--- src/rtl/lsl_pkg.sv ---
// Shared constants and types for the addressed serial link slave.
// Assumes 12-bit frames carrying one data byte each.
package lsl_pkg;
    localparam int FRAME_BITS = 12;
    localparam int DATA_BITS  = 8;
    localparam int ID_BITS    = 6;
    localparam int NIB_BITS   = 4;
    localparam int CNT_W      = $clog2(FRAME_BITS + 1);

    // Control byte bit positions (decoded by the controller as well)
    localparam int CB_KIND  = 7;  // 0: address byte, 1: slave command
    localparam int CB_DIR   = 6;  // address byte: 1 select, 0 reset; command: 1 read
    localparam int CB_SIZE  = 5;  // command: 1 byte pair
    localparam int CB_MULTI = 4;  // command: 1 multi-transfer

    typedef enum logic [1:0] {
        MD_CTRL = 2'd0,
        MD_RX   = 2'd1,
        MD_TX   = 2'd2
    } mode_e;
endpackage

--- src/rtl/lsl_edge_sync.sv ---
// Brings the link clock and data line into the system clock domain and
// flags the link clock edges. Assumes each link clock phase lasts at
// least STAGES+1 system clocks, so no edge is lost.
module lsl_edge_sync #(
    parameter int STAGES = 2
) (
    input  logic clk,
    input  logic rst_n,
    input  logic bus_clk,
    input  logic bus_dat,
    output logic rise,
    output logic fall,
    output logic dat_s
);
    logic [STAGES-1:0] ck_pipe;
    logic [STAGES-1:0] dt_pipe;
    logic              ck_prev;

    // Purpose: synchroniser chains with equal delay for clock and data.
    always_ff @(posedge clk) begin
        if (!rst_n) begin
            ck_pipe <= '0;
            dt_pipe <= '0;
            ck_prev <= 1'b0;
        end else begin
            ck_pipe <= {ck_pipe[STAGES-2:0], bus_clk};
            dt_pipe <= {dt_pipe[STAGES-2:0], bus_dat};
            ck_prev <= ck_pipe[STAGES-1];
        end
    end

    // Purpose: edge flags and the aligned data sample.
    always_comb begin
        rise  = ck_pipe[STAGES-1] & ~ck_prev;
        fall  = ~ck_pipe[STAGES-1] & ck_prev;
        dat_s = dt_pipe[STAGES-1];
    end
endmodule

--- src/rtl/lsl_frame_eng.sv ---
// Frame engine: finds a start bit, counts the 12 frame bits, collects
// the header and data bits, and drives the data window when the decoder
// asks the slave to answer. Assumes the decoder replies to hdr_vld in the
// same cycle with want_talk and tx_load.
module lsl_frame_eng
    import lsl_pkg::*;
(
    input  logic                 clk,
    input  logic                 rst_n,
    input  logic                 rise,
    input  logic                 fall,
    input  logic                 dat_s,
    input  logic                 want_talk,
    input  logic [DATA_BITS-1:0] tx_load,
    output logic                 hdr_vld,
    output logic                 frm_vld,
    output logic                 frm_ctl,
    output logic [DATA_BITS-1:0] frm_byte,
    output logic                 frm_talked,
    output logic                 dat_o,
    output logic                 dat_oe
);
    localparam logic [CNT_W-1:0] LAST    = CNT_W'(FRAME_BITS - 1);
    localparam logic [CNT_W-1:0] D_FIRST = CNT_W'(3);
    localparam logic [CNT_W-1:0] D_LAST  = CNT_W'(3 + DATA_BITS - 1);
    localparam logic [CNT_W-1:0] HDR_AT  = CNT_W'(1);

    logic [CNT_W-1:0]     bit_cnt;
    logic                 ctl_q;
    logic [DATA_BITS-1:0] rx_sh;
    logic                 talk_q;
    logic [DATA_BITS-1:0] tx_sh;
    logic                 in_data;
    logic                 frame_end;

    // Purpose: bit-window decode shared by both processes.
    always_comb begin
        in_data   = (bit_cnt >= D_FIRST) && (bit_cnt <= D_LAST);
        frame_end = rise && (bit_cnt == LAST);
    end

    // Purpose: bit counting, header capture and data shift-in.
    always_ff @(posedge clk) begin
        if (!rst_n) begin
            bit_cnt    <= '0;
            ctl_q      <= 1'b0;
            rx_sh      <= '0;
            hdr_vld    <= 1'b0;
            frm_vld    <= 1'b0;
            frm_ctl    <= 1'b0;
            frm_byte   <= '0;
            frm_talked <= 1'b0;
        end else begin
            hdr_vld <= 1'b0;
            frm_vld <= 1'b0;
            if (rise) begin
                if (bit_cnt == '0) begin
                    if (dat_s) begin
                        bit_cnt <= CNT_W'(1);
                    end
                end else if (bit_cnt == LAST) begin
                    bit_cnt    <= '0;
                    frm_vld    <= 1'b1;
                    frm_ctl    <= ctl_q;
                    frm_byte   <= rx_sh;
                    frm_talked <= talk_q;
                end else begin
                    bit_cnt <= bit_cnt + CNT_W'(1);
                    if (bit_cnt == HDR_AT) begin
                        ctl_q   <= dat_s;
                        hdr_vld <= dat_s;
                    end
                    if (in_data) begin
                        rx_sh <= {dat_s, rx_sh[DATA_BITS-1:1]};
                    end
                end
            end
        end
    end

    // Purpose: load the answer byte and drive it in cycles 4 to 11.
    always_ff @(posedge clk) begin
        if (!rst_n) begin
            talk_q <= 1'b0;
            tx_sh  <= '0;
            dat_o  <= 1'b0;
            dat_oe <= 1'b0;
        end else begin
            if (hdr_vld) begin
                talk_q <= want_talk;
                tx_sh  <= tx_load;
            end else if (frame_end) begin
                talk_q <= 1'b0;
            end
            if (fall) begin
                if (bit_cnt == LAST || bit_cnt == '0) begin
                    dat_oe <= 1'b0;
                    dat_o  <= 1'b0;
                end else if (talk_q && in_data) begin
                    dat_oe <= 1'b1;
                    dat_o  <= tx_sh[0];
                    tx_sh  <= {1'b0, tx_sh[DATA_BITS-1:1]};
                end
            end
        end
    end

    // the line is only driven between the turnaround bits.
    a_r11_drive_window: assert property (@(posedge clk) disable iff (!rst_n)
        dat_oe |-> (bit_cnt >= D_FIRST && bit_cnt <= LAST));
    // the falling edge opening cycle 12 releases the line.
    a_r11_release_last: assert property (@(posedge clk) disable iff (!rst_n)
        (fall && bit_cnt == LAST) |=> !dat_oe);
    // a header is reported only on the second bit of a frame.
    a_r2_hdr_position: assert property (@(posedge clk) disable iff (!rst_n)
        hdr_vld |-> (bit_cnt == CNT_W'(2)));
endmodule

--- src/rtl/lsl_decoder.sv ---
// Transport decoder: acts on finished frames, keeps select and mode
// state, and tells the frame engine whether and what to answer.
// Assumes frm_vld and hdr_vld are one-cycle pulses from the frame engine.
module lsl_decoder
    import lsl_pkg::*;
#(
    parameter logic [ID_BITS-1:0]   SLAVE_ID  = 6'd5,
    parameter logic [DATA_BITS-1:0] INFO_BYTE = 8'h81
) (
    input  logic                 clk,
    input  logic                 rst_n,
    input  logic                 hdr_vld,
    input  logic                 frm_vld,
    input  logic                 frm_ctl,
    input  logic [DATA_BITS-1:0] frm_byte,
    input  logic                 frm_talked,
    input  logic [DATA_BITS-1:0] tx_byte,
    output logic                 want_talk,
    output logic [DATA_BITS-1:0] tx_load,
    output logic                 tx_req,
    output logic                 dat_vld,
    output logic [DATA_BITS-1:0] dat_byte,
    output logic                 cmd_vld,
    output logic [NIB_BITS-1:0]  cmd_nib,
    output logic                 loc_rst,
    output logic                 sel_o
);
    logic  sel_q;
    logic  info_q;
    logic  multi_q;
    mode_e mode_q;
    logic  id_hit;
    logic  id_zero;

    // Purpose: address match and answer selection for the frame engine.
    always_comb begin
        id_hit    = frm_byte[ID_BITS-1:0] == SLAVE_ID;
        id_zero   = frm_byte[ID_BITS-1:0] == '0;
        want_talk = sel_q && (info_q || mode_q == MD_TX);
        tx_load   = info_q ? INFO_BYTE : tx_byte;
        tx_req    = hdr_vld && sel_q && !info_q && (mode_q == MD_TX);
        sel_o     = sel_q;
    end

    // Purpose: act on each completed frame and raise the local strobes.
    always_ff @(posedge clk) begin
        if (!rst_n) begin
            sel_q    <= 1'b0;
            info_q   <= 1'b0;
            multi_q  <= 1'b0;
            mode_q   <= MD_CTRL;
            dat_vld  <= 1'b0;
            dat_byte <= '0;
            cmd_vld  <= 1'b0;
            cmd_nib  <= '0;
            loc_rst  <= 1'b0;
        end else begin
            dat_vld <= 1'b0;
            cmd_vld <= 1'b0;
            loc_rst <= 1'b0;
            if (frm_vld) begin
                if (!frm_ctl) begin
                    if (!frm_byte[CB_KIND]) begin
                        if (frm_byte[CB_DIR]) begin
                            sel_q   <= id_hit;
                            info_q  <= id_hit;
                            mode_q  <= MD_CTRL;
                            multi_q <= 1'b0;
                        end else if (id_hit || id_zero) begin
                            sel_q   <= 1'b0;
                            info_q  <= 1'b0;
                            mode_q  <= MD_CTRL;
                            multi_q <= 1'b0;
                            loc_rst <= 1'b1;
                        end
                    end else begin
                        info_q  <= 1'b0;
                        multi_q <= frm_byte[CB_MULTI];
                        if (sel_q && !frm_byte[CB_SIZE]) begin
                            cmd_vld <= 1'b1;
                            cmd_nib <= frm_byte[NIB_BITS-1:0];
                            mode_q  <= frm_byte[CB_DIR] ? MD_TX : MD_RX;
                        end else begin
                            mode_q <= MD_CTRL;
                        end
                    end
                end else if (frm_talked) begin
                    if (info_q) begin
                        info_q <= 1'b0;
                    end else if (!multi_q) begin
                        mode_q <= MD_CTRL;
                    end
                end else if (sel_q && mode_q == MD_RX) begin
                    dat_vld  <= 1'b1;
                    dat_byte <= frm_byte;
                    if (!multi_q) begin
                        mode_q <= MD_CTRL;
                    end
                end
            end
        end
    end

    // the local reset is a single-cycle pulse.
    a_r3_rst_pulse: assert property (@(posedge clk) disable iff (!rst_n)
        loc_rst |=> !loc_rst);
    // after a local reset the slave is deselected.
    a_r3_rst_deselects: assert property (@(posedge clk) disable iff (!rst_n)
        loc_rst |-> !sel_q);
    // a pending information answer implies selection.
    a_r4_info_selected: assert property (@(posedge clk) disable iff (!rst_n)
        info_q |-> sel_q);
    // commands are accepted only while selected.
    a_r6_cmd_selected: assert property (@(posedge clk) disable iff (!rst_n)
        cmd_vld |-> sel_q);
    // a single write leaves the slave in control-only mode.
    a_r9_single_done: assert property (@(posedge clk) disable iff (!rst_n)
        (dat_vld && !multi_q) |-> (mode_q == MD_CTRL));
endmodule

--- src/rtl/link_slave.sv ---
// Top of the addressed serial link slave: synchroniser, frame engine
// and transport decoder. Assumes an external pull-down on the data line
// and a link clock slow enough for the system clock to see each phase.
module link_slave
    import lsl_pkg::*;
#(
    parameter logic [ID_BITS-1:0]   SLAVE_ID    = 6'd5,
    parameter logic [DATA_BITS-1:0] INFO_BYTE   = 8'h81,
    parameter int                   SYNC_STAGES = 2
) (
    input  logic                 clk,
    input  logic                 rst_n,
    input  logic                 bus_clk,
    input  logic                 bus_dat_i,
    output logic                 bus_dat_o,
    output logic                 bus_dat_oe,
    output logic                 dat_vld,
    output logic [DATA_BITS-1:0] dat_byte,
    output logic                 cmd_vld,
    output logic [NIB_BITS-1:0]  cmd_nib,
    output logic                 tx_req,
    input  logic [DATA_BITS-1:0] tx_byte,
    output logic                 loc_rst
);
    logic                 rise;
    logic                 fall;
    logic                 dat_s;
    logic                 want_talk;
    logic [DATA_BITS-1:0] tx_load;
    logic                 hdr_vld;
    logic                 frm_vld;
    logic                 frm_ctl;
    logic [DATA_BITS-1:0] frm_byte;
    logic                 frm_talked;
    logic                 sel;

    lsl_edge_sync #(.STAGES(SYNC_STAGES)) u_sync (
        .clk     (clk),
        .rst_n   (rst_n),
        .bus_clk (bus_clk),
        .bus_dat (bus_dat_i),
        .rise    (rise),
        .fall    (fall),
        .dat_s   (dat_s)
    );

    lsl_frame_eng u_frame (
        .clk        (clk),
        .rst_n      (rst_n),
        .rise       (rise),
        .fall       (fall),
        .dat_s      (dat_s),
        .want_talk  (want_talk),
        .tx_load    (tx_load),
        .hdr_vld    (hdr_vld),
        .frm_vld    (frm_vld),
        .frm_ctl    (frm_ctl),
        .frm_byte   (frm_byte),
        .frm_talked (frm_talked),
        .dat_o      (bus_dat_o),
        .dat_oe     (bus_dat_oe)
    );

    lsl_decoder #(.SLAVE_ID(SLAVE_ID), .INFO_BYTE(INFO_BYTE)) u_dec (
        .clk        (clk),
        .rst_n      (rst_n),
        .hdr_vld    (hdr_vld),
        .frm_vld    (frm_vld),
        .frm_ctl    (frm_ctl),
        .frm_byte   (frm_byte),
        .frm_talked (frm_talked),
        .tx_byte    (tx_byte),
        .want_talk  (want_talk),
        .tx_load    (tx_load),
        .tx_req     (tx_req),
        .dat_vld    (dat_vld),
        .dat_byte   (dat_byte),
        .cmd_vld    (cmd_vld),
        .cmd_nib    (cmd_nib),
        .loc_rst    (loc_rst),
        .sel_o      (sel)
    );

    // the data line is driven only by a selected slave.
    a_r12_drive_selected: assert property (@(posedge clk) disable iff (!rst_n)
        bus_dat_oe |-> sel);
    // a transmit request only arrives while the line is idle.
    a_r8_req_before_drive: assert property (@(posedge clk) disable iff (!rst_n)
        tx_req |-> !bus_dat_oe);
endmodule

--- config.mk ---
export PLATFORM = sky130hd
export DESIGN_NAME = link_slave
export DESIGN_NICKNAME = d
export VERILOG_FILES = /design/src/rtl/lsl_pkg.sv /design/src/rtl/lsl_edge_sync.sv /design/src/rtl/lsl_frame_eng.sv /design/src/rtl/lsl_decoder.sv /design/src/rtl/link_slave.sv
export SDC_FILE = /design/constraint.sdc
export NUM_CORES = 1
export LEC_CHECK = 0
export BUFFER_PORTS_ARGS = -buffer_cell sky130_fd_sc_hd__buf_2
export CAP_MARGIN = 20
export CORE_MARGIN = 2
export CORE_UTILIZATION = 57
export DETAILED_ROUTE_END_ITERATION = 8
export PLACE_DENSITY = 0.77
export REMOVE_ABC_BUFFERS = 1
export SLEW_MARGIN = 20
export SYNTH_ARGS = -nofsm -noshare
export SYNTH_HDL_FRONTEND = slang
export SYNTH_SLANG_ARGS = --single-unit
--- constraint.sdc ---
create_clock -name clk -period 2 [get_ports clk]
set_input_delay 0.4 -clock clk [delete_from_list [all_inputs] [get_ports clk]]
set_output_delay 0.4 -clock clk [all_outputs]
set_load 0.02 [all_outputs]
==> impl_summary.md <==
Clock tree
The root buffer cell is sky130_fd_sc_hd__clkbuf_8. The TritonCTS clock tree is done. The clock-pin slew on the worst setup and hold paths is 0.06 ns. The clock reaches the later pin of the worst-skew pair after 0.34 ns. The total clock buffers created by CTS is 9. The count of hold-fix buffers inserted at cts is 0. The clock sink total is 61.

The clock passes through at most 2 buffers. The clock tree synthesis step divided the H-tree into 3 levels.

Logic synthesis
In the synthesized netlist the dominant register cell turns out to be sky130_fd_sc_hd__dfxtp_1. The mean cell area of the mapped netlist is 9.04 sq um. Synthesis handed over a netlist of 296 instances. The cell type with the largest total area after synthesis is sky130_fd_sc_hd__dfxtp_1. sky130_fd_sc_hd__dfxtp_1 is the most common cell in the netlist. The share of the Yosys chip area taken by registers is 0.457. In this run the cell area of the synthesized design comes to 0.00268 sq mm. The commonest cells after synthesis are sky130_fd_sc_hd__dfxtp_1, sky130_fd_sc_hd__nand2_1, sky130_fd_sc_hd__nor2b_1. The top cell type's share of synthesized area is 0.457. The number of register bits inferred by synthesis is 61.

Ranked by total cell area, the synthesized netlist is headed by sky130_fd_sc_hd__dfxtp_1, sky130_fd_sc_hd__nand2_1, sky130_fd_sc_hd__mux2i_1, sky130_fd_sc_hd__nor2b_1, sky130_fd_sc_hd__a21boi_1. The post-synthesis cell type count is 50. The fraction of registers with async set or reset after synthesis is 0.

The count of flip-flops with a built-in enable after synthesis is 0. The warning count from the yosys run is 0.

Layout
The filler cell count in the final layout is 374. 0 antenna diodes ended up in the layout. The fraction of layout instances using a drive strength above 1 is 0.199. Measured on the finished design, the core utilization comes to 0.688. Summing all non-filler instances in the final layout gives an area of 0.00306 sq mm.

For this run, the post-layout net count is 342. The area growth from synthesis to layout is 14.4%.

Route
For this run, the detailed router's first-pass iteration total came to 4. Dividing the detail-routed wire length by the instance count gives 13.3 um. The routed layout has 2083 vias. The sum of routed wire length over all layers is 5100 um. The violation count after the first detailed-routing iteration is 133. After detailed routing, the number of vias per cell comes to 5.44. The post-route antenna net violation count is 0.

The post-route DRC violation count is 0.

Global routing
The maximum number of pins on one net before global-route repair is 42. The global-route wire length before repair is 8750 um. The total overflow left after global routing is 0. The via count of the first global-routing pass is 1939. The combined global-route utilization of all metal layers is 0.216.

The number of antenna violations at the first check in global routing is 0.

Power and ir drop
Of the total power, the share spent switching nets is 0.220. Power spread over the standard cell area amounts to 735 mW/mm^2. The total internal power is 1750 uW. The sequential share of power is 0.544. VDD sags by at most 0.486 mV. For this design the static power due to leakage is 0.00127 uW.

The analysis attributes to net switching a power of 495 uW. The clock share of power is 0.434. Of the total power, combinational logic draws 0.022.

After layout, the design draws a total of 2250 uW.

Die
The floorplan row count is 24. The die covers 0.00526 sq mm. Measured along the y axis, the die boundary spans 72.5 um. The starting density of the core is 0.602.

30 I/O pins were placed. The core region area is 0.00444 sq mm. The die boundary width is 72.5 um.

STA
The number of max-slew violations in the final report was 0. Setup repair after global routing left no endpoint under its margin. The final cycle utilization of the critical path is 0.920.

The setup skew after layout is 0.00807 ns. The shortest clock period the worst path allows after layout is 1.84 ns. The actual transition at the worst max-transition pin is 0.486 ns.

The number of endpoints failing setup at the final stage is 0. The least setup slack across all paths after layout is 0.160 ns. After routing, the total negative slack on setup checks comes to 0 ns. Headroom to the max-slew limit came out at 0.675. The total count of hold-check failures in the final report came to 0.

The maximum achievable frequency is 543 MHz.

Worst hold path
The path class of the lowest-slack min-delay path is in -> reg.

Placement
The final weighted congestion in routability-driven placement is 0.739. The detailed-placement wirelength estimate is 3270 um. The worst setup slack before clock tree synthesis is 0.142 ns.

The number of buffers added on ports is 29. The placed standard-cell area is 0.00286 sq mm.

Worst setup path
The critical path required time is 2.23 ns. The worst setup path is launched from a flip-flop. STA classifies the critical path endpoint as a flip-flop. At the worst endpoint, the arrival time is 2.07 ns. By startpoint and endpoint, the worst setup path is classified as reg -> reg. The highest net fanout along the worst path is 7.

Flow run
The tool flagged a number of max-cap violations equal to 0.

Outcome
The run finished with clean final reports.
-- power groups by stage --
| stage | registers, uW | logic (uW) | clock network, uW |
|---|---|---|---|
| finish | 1220 | 50.0 | 976 |
| global route | 1220 | 56.3 | 1050 |
| CTS | 1220 | 49.6 | 991 |
| detailed placement | 1250 | 49.7 | 0 |
| global placement | 1250 | 49.7 | 0 |
| floorplan | 1250 | 17.2 | 0 |
-- layer usage --
layer	track usage	routed length, um	vias to the layer above
met4	0.132	131	0
met5	0	0	-
met1	0.284	2510	960
met3	0.0375	150	9
li1	-	-	1082
met2	0.332	2310	32
-- placed cells by master, fill, tap and decap left out, types with 5 or more instances in the layout --
cell / n
sky130_fd_sc_hd__nor2b_1: 20
sky130_fd_sc_hd__o211a_1: 6
sky130_fd_sc_hd__mux2i_1: 15
sky130_fd_sc_hd__and2_1: 7
sky130_fd_sc_hd__nand2b_1: 5
sky130_fd_sc_hd__buf_2: 29
sky130_fd_sc_hd__nand2_1: 47
sky130_fd_sc_hd__a21oi_1: 6
sky130_fd_sc_hd__clkbuf_8: 11
sky130_fd_sc_hd__and3_1: 5
sky130_fd_sc_hd__a21boi_1: 15
sky130_fd_sc_hd__nand3_1: 18
sky130_fd_sc_hd__o21ai_1: 11
sky130_fd_sc_hd__nor2_1: 9
sky130_fd_sc_hd__buf_4: 9
sky130_fd_sc_hd__dfxtp_1: 61
-- repair_timing --
action | in CTS | in global routing
setup buffers | 0 | 0
endpoints found under the setup margin | 0 | 2
gates resized for setup | 0 | 1
-- state kept, by name, indices dropped and copies added (netlist names), 2 cells and up --
| register | cells |
|---|---|
| u_dec.dat_byte | 8 |
| u_frame.frm_byte | 8 |
| u_frame.rx_sh | 8 |
| u_frame.tx_sh | 8 |
| u_dec.cmd_nib | 4 |
| u_frame.bit_cnt | 4 |
| u_dec.mode_q | 2 |
| u_sync.ck_pipe | 2 |
| u_sync.dt_pipe | 2 |
-- cells by family after synthesis --
family | Yosys count | share of synthesized area
and+or+nand+nor | 129 | 0.253
DFF | 61 | 0.457
AOI/OAI and AO/OA | 59 | 0.166
buffers and inverters | 27 | 0.0463
muxes | 15 | 0.0561
adders and majority gates | 4 | 0.0187
xor gates and xnor gates | 1 | 0.00327
-- cell type report --
type / count / area, sq um / area share
Multi-Input combinational cell: 209 / 1360 / 0.443
Clock inverter: 4 / 22.5 / 0.00736
Timing Repair Buffer: 38 / 213 / 0.0695
Clock buffer: 12 / 155 / 0.0507
Tap cell: 52 / 65.1 / 0.0213
Sequential cell: 61 / 1220 / 0.399
Inverter: 7 / 26.3 / 0.00859
-- worst paths after layout --
kind | slack, ns | cells past startpoint | end | start
min | 0.27 | 2 | u_sync.ck_pipe[0] | bus_clk
max reg2reg | 0.16 | 7 | u_frame.tx_sh[0] | u_frame.bit_cnt[0]
max | 0.16 | 7 | u_frame.tx_sh[0] | u_frame.bit_cnt[0]
min reg2reg | 0.43 | 1 | u_sync.ck_pipe[1] | u_sync.ck_pipe[0]
-- metrics by stage --
step	cells	hold slack (ns)
finish	383	0.271
global route	383	0.280
CTS	382	0.262
detailed placement	366	0.421
global placement	366	0.413
floorplan	276	0.412
-- worst max-delay path, stage by stage, from the launching register on --
cell	delay (ns)
sky130_fd_sc_hd__dfxtp_1	0.42
sky130_fd_sc_hd__inv_1	0.11
sky130_fd_sc_hd__ha_1	0.26
sky130_fd_sc_hd__nand2b_1	0.20
sky130_fd_sc_hd__a21oi_4	0.26
sky130_fd_sc_hd__o211ai_4	0.16
sky130_fd_sc_hd__o221a_1	0.17
sky130_fd_sc_hd__o21a_1	0.17
Power figures use the tool's default switching activity.
